File: config.mk
export PLATFORM = sky130hd
export DESIGN_NAME = bb_translator
export DESIGN_NICKNAME = d
export VERILOG_FILES = /design/src/rtl/bb_pkg.sv /design/src/rtl/bb_regs.sv /design/src/rtl/bb_xlate.sv /design/src/rtl/bb_translator.sv
export SDC_FILE = /design/constraint.sdc
export NUM_CORES = 1
export LEC_CHECK = 0
export BUFFER_PORTS_ARGS = -buffer_cell sky130_fd_sc_hd__buf_4
export CORE_ASPECT_RATIO = 0.8
export CORE_MARGIN = 2
export CORE_UTILIZATION = 40
export DETAILED_ROUTE_END_ITERATION = 16
export SYNTH_ARGS = -nofsm -noshare
export SYNTH_HDL_FRONTEND = slang
export SYNTH_SLANG_ARGS = --single-unit
File: constraint.sdc
create_clock -name clk -period 3.74 [get_ports clk]
set_input_delay 0.748 -clock clk [delete_from_list [all_inputs] [get_ports clk]]
set_output_delay 0.748 -clock clk [all_outputs]
set_load 0.02 [all_outputs]
File: src/rtl/bb_pkg.sv
package bb_pkg;
    typedef enum logic [2:0] {
        RESP_IDLE,
        RESP_GRANT,
        RESP_LIMIT_TRAP,
        RESP_WRAP_TRAP,
        RESP_PRIV_TRAP
    } resp_e;

    typedef enum logic [1:0] {
        CAUSE_NONE  = 2'b00,
        CAUSE_LIMIT = 2'b01,
        CAUSE_WRAP  = 2'b10,
        CAUSE_PRIV  = 2'b11
    } cause_e;
endpackage

File: src/rtl/bb_regs.sv
module bb_regs #(
    parameter int AW = 32
) (
    input  logic          clk,
    input  logic          rst_n,
    input  logic          sys_mode,
    input  logic          wr_en,
    input  logic          wr_sel,
    input  logic [AW-1:0] wr_data,
    output logic [AW-1:0] base_q,
    output logic [AW-1:0] limit_q,
    output logic          priv_viol
);
    logic wr_ok;

    assign wr_ok     = wr_en && sys_mode;
    assign priv_viol = wr_en && !sys_mode;

    always_ff @(posedge clk) begin
        if (!rst_n) begin
            base_q  <= '0;
            limit_q <= '0;
        end else if (wr_ok) begin
            if (wr_sel) limit_q <= wr_data;
            else        base_q  <= wr_data;
        end
    end
endmodule

File: src/rtl/bb_xlate.sv
module bb_xlate #(
    parameter int AW = 32
) (
    input  logic [AW-1:0] va,
    input  logic [AW-1:0] base_q,
    input  logic [AW-1:0] limit_q,
    output logic [AW-1:0] sum,
    output logic          carry,
    output logic          over_limit
);
    logic [AW:0] wide_sum;

    assign wide_sum   = {1'b0, base_q} + {1'b0, va};
    assign sum        = wide_sum[AW-1:0];
    assign carry      = wide_sum[AW];
    assign over_limit = (va >= limit_q);
endmodule

File: src/rtl/bb_translator.sv
module bb_translator #(
    parameter int AW = 32
) (
    input  logic          clk,
    input  logic          rst_n,
    input  logic          va_valid,
    input  logic [AW-1:0] va,
    input  logic          sys_mode,
    input  logic          wr_en,
    input  logic          wr_sel,
    input  logic [AW-1:0] wr_data,
    output logic          out_valid,
    output logic          pa_valid,
    output logic [AW-1:0] pa,
    output logic          fault,
    output logic [1:0]    fault_cause
);
    import bb_pkg::*;

    logic [AW-1:0] base_q;
    logic [AW-1:0] limit_q;
    logic          priv_viol;
    logic [AW-1:0] sum;
    logic          carry;
    logic          over_limit;

    resp_e         state_q, state_d;
    logic [AW-1:0] pa_q;
    logic          ov_q;

    bb_regs #(.AW(AW)) u_regs (
        .clk      (clk),
        .rst_n    (rst_n),
        .sys_mode (sys_mode),
        .wr_en    (wr_en),
        .wr_sel   (wr_sel),
        .wr_data  (wr_data),
        .base_q   (base_q),
        .limit_q  (limit_q),
        .priv_viol(priv_viol)
    );

    bb_xlate #(.AW(AW)) u_xlate (
        .va        (va),
        .base_q    (base_q),
        .limit_q   (limit_q),
        .sum       (sum),
        .carry     (carry),
        .over_limit(over_limit)
    );

    // next response: privilege > limit > wrap > grant
    always_comb begin
        if (priv_viol)        state_d = RESP_PRIV_TRAP;
        else if (!va_valid)   state_d = RESP_IDLE;
        else if (over_limit)  state_d = RESP_LIMIT_TRAP;
        else if (carry)       state_d = RESP_WRAP_TRAP;
        else                  state_d = RESP_GRANT;
    end

    always_ff @(posedge clk) begin
        if (!rst_n) begin
            state_q <= RESP_IDLE;
            pa_q    <= '0;
            ov_q    <= 1'b0;
        end else begin
            state_q <= state_d;
            pa_q    <= sum;
            ov_q    <= va_valid;
        end
    end

    always_comb begin
        out_valid   = ov_q;
        pa_valid    = 1'b0;
        pa          = '0;
        fault       = 1'b0;
        fault_cause = CAUSE_NONE;
        unique case (state_q)
            RESP_IDLE: ;
            RESP_GRANT: begin
                pa_valid = 1'b1;
                pa       = pa_q;
            end
            RESP_LIMIT_TRAP: begin
                fault       = 1'b1;
                fault_cause = CAUSE_LIMIT;
            end
            RESP_WRAP_TRAP: begin
                fault       = 1'b1;
                fault_cause = CAUSE_WRAP;
            end
            RESP_PRIV_TRAP: begin
                fault       = 1'b1;
                fault_cause = CAUSE_PRIV;
            end
            default: ;
        endcase
    end
endmodule

==> metrics <==
Yosys warning total 0; Mapped Cells 767; vias post-DR 5,392; Post-DP HPWL 13.0 mm; Setup-failing EPs final 0; Synth Flop Type dfxtp_1; maxcap violations 0; RSZ-0062 raised after global routing no; 1st-iter DRT viols 423; CTS max path bufs 2; number of synthesized flops with an enable pin 0; GRT Util Overall 0.207; Die X 142 um; buffers and inverters on the worst path 1; Mean Syn Cell Area 7.92 um^2; share of post-route cells with drive strength above 1 0.182; top post-synthesis cells by count 157 x nand2_1, 100 x dfxtp_1, 99 x a21oi_1; Inserted Diodes 0; area of the mapped netlist 0.00607 mm^2; Final WS setup around 0.95 ns; synth unique cells 64; Worst Setup End Kind flop; top cells by area, synth dfxtp_1 33%, ha_1 13%, nand2_1 9.7%; CP max stage delay between 0.4 and 0.5 ns; num rows 40; I/O Buffers 106; CTS hold repair buffers 0; CTS tree yes; Avg WL per Cell 15.9 um; core box area 0.0149 mm^2; Worst IR Drop VDD 0.220 mV; Core Util, Final 0.491; Via density 5.16; register area around 0.0020 mm^2; TritonCTS buffer count 9; Startpoint Class primary input; pre-CTS WS just under 0.6 ns; clk_skew between 0.015 and 0.02 ns; Arr. time, crit path approximately 3.1 ns; asr flop ratio synth 0; multi-input combinational cell area ~0.0038 mm^2; Clock transition at path regs 0.08 ns; post-synthesis sequential area ratio 0.330; Worst slew margin 0.164; antenna-violating nets left 0; final hold violations 0; Worst R2R Setup Slack 1.12 ns; Post CTS Setup Buffer Count 0; Hold Crit Class reg -> reg; initial antenna violation count 0; cell taking the most area after synthesis dfxtp_1; GP Congestion roughly 0.9; Worst Tran Pin Value around 1.3 ns; crit-path cells buf_4 -> ha_1 -> fa_1 -> a211oi_2 -> o211ai_2 -> a21oi_1 -> o21ai_2 -> a311oi_2 -> nor4_1 -> o311a_1; area delta synth->final 20.5%; post-synthesis net count 902; cell with the most instances after synthesis nand2_1; Yosys reg bits 100; fill count about 1,500; Crit path required time approximately 4.0 ns; Initial DRT Pass Iterations 7; Die H 114 um; Slew Viols, Final 0; top-area cell type share of the netlist area 0.330; overflow left after global routing 0; critical path class in -> reg; worst skew pair latency 0.37 ns; Total Routed Length 16.6 mm; fmax 358 MHz; die area 0.0162 mm^2; CP max stage cell fa_1; DRC errors left 0; first-pass GRT wire length around 26 mm; Final #Nets slightly below 1,000; Post-CTS Resized 0; P_leak around 3.2 nW; clock root buffer clkbuf_16; Power Density between 300 and 400 mW/mm^2; I/O Pins 107; Pwr Total 2.62 mW; setup TNS 0 ns; Tcrit/Tclk final 0.747; htree depth 3; largest net degree at the start of global routing 50; clock sinks 100; starting density of the core 0.407; CP Max Fanout 4; vias in the first global route 4,875; minimum clock period 2.79 ns; cell family with most CP delay compound AO/OA/AOI/OAI gates; run status complete, no violations
## metrics by stage
step                      cells  instance area, um^2  hold WS [ns]
after floorplan             767                 6070         0.436
after global placement     1028                 7000         0.444
after detailed placement   1028                 7000         0.448
after CTS                  1044                 7320         0.458
after global routing       1044                 7320         0.475
final                      1044                 7320         0.455
## where the power goes
group          internal, mW  switching, mW
combinational         0.199          0.267
sequential             1.12         0.0239
clock                 0.552          0.460
## metal layers
| metal | wire (um) | track usage | part of all wire |
|---|---|---|---|
| met3 | 901 | 0.0456 | 0.054 |
| met5 | 0 | 0 | 0 |
| met2 | 6410 | 0.272 | 0.39 |
| met4 | 266 | 0.0633 | 0.016 |
| met1 | 9060 | 0.328 | 0.54 |
## path summary, 6_finish.rpt
| kind | from | to | cells past startpoint |
|---|---|---|---|
| setup reg to reg | u_regs.base_q[0]$_SDFFE_PN0P_ | state_q[1]$_SDFF_PP0_ | 9 |
| hold reg to reg | u_regs.limit_q[29]$_SDFFE_PN0P_ | u_regs.limit_q[29]$_SDFFE_PN0P_ | 2 |
| setup / recovery | va[0] | state_q[1]$_SDFF_PP0_ | 10 |
| hold / removal | u_regs.limit_q[29]$_SDFFE_PN0P_ | u_regs.limit_q[29]$_SDFFE_PN0P_ | 2 |
## cell families (layout without fill, tap and decap cells)
kind of cell,Yosys count,after routing,share of synthesized area
AND/OR/NAND/NOR,302,302,0.230
adder cells (fa/ha/maj),65,65,0.135
multiplexers,3,3,0.00495
XOR/XNOR,22,22,0.0317
buffers and inverters,74,162,0.0478
flip-flops,100,100,0.330
AO/OA/AOI/OAI,201,201,0.221
## tightest hold or removal path, cell delays in order, from the launching register on
cell     delay, ns
dfxtp_1       0.31
nand2_1       0.05
a21oi_1       0.05
## placed cells by master (no fill, tap or decap), types with 4 or more instances in the layout
master / instances
nand2_1: 157
clkbuf_16: 9
a21oi_2: 4
nand2b_1: 7
nand3_1: 9
o21bai_1: 4
nor4_1: 4
buf_4: 109
xnor2_1: 10
xor2_1: 12
a21oi_1: 99
or3_1: 5
a21o_1: 28
nand4_1: 13
and2_1: 36
dfxtp_1: 100
o21a_1: 4
inv_1: 35
ha_1: 64
nor2_1: 46
a211oi_1: 4
nor3_1: 4
o21ai_0: 18
a211oi_2: 4
and4_1: 4
o21ai_1: 4
## layout make-up
cell class                      instances  area share
Inverter                               36      0.0185
Timing Repair Buffer                  110       0.115
Sequential cell                       100       0.274
Tap cell                              189      0.0323
Clock buffer                           10      0.0327
Clock inverter                          6      0.0108
Multi-Input combinational cell        593       0.518
## registers in the layout (all words and copies together), names as in the netlist
register        flops
pa_q               32
u_regs.base_q      32
u_regs.limit_q     32
state_q             3
out_valid           1
Power figures use the tool's default switching activity.
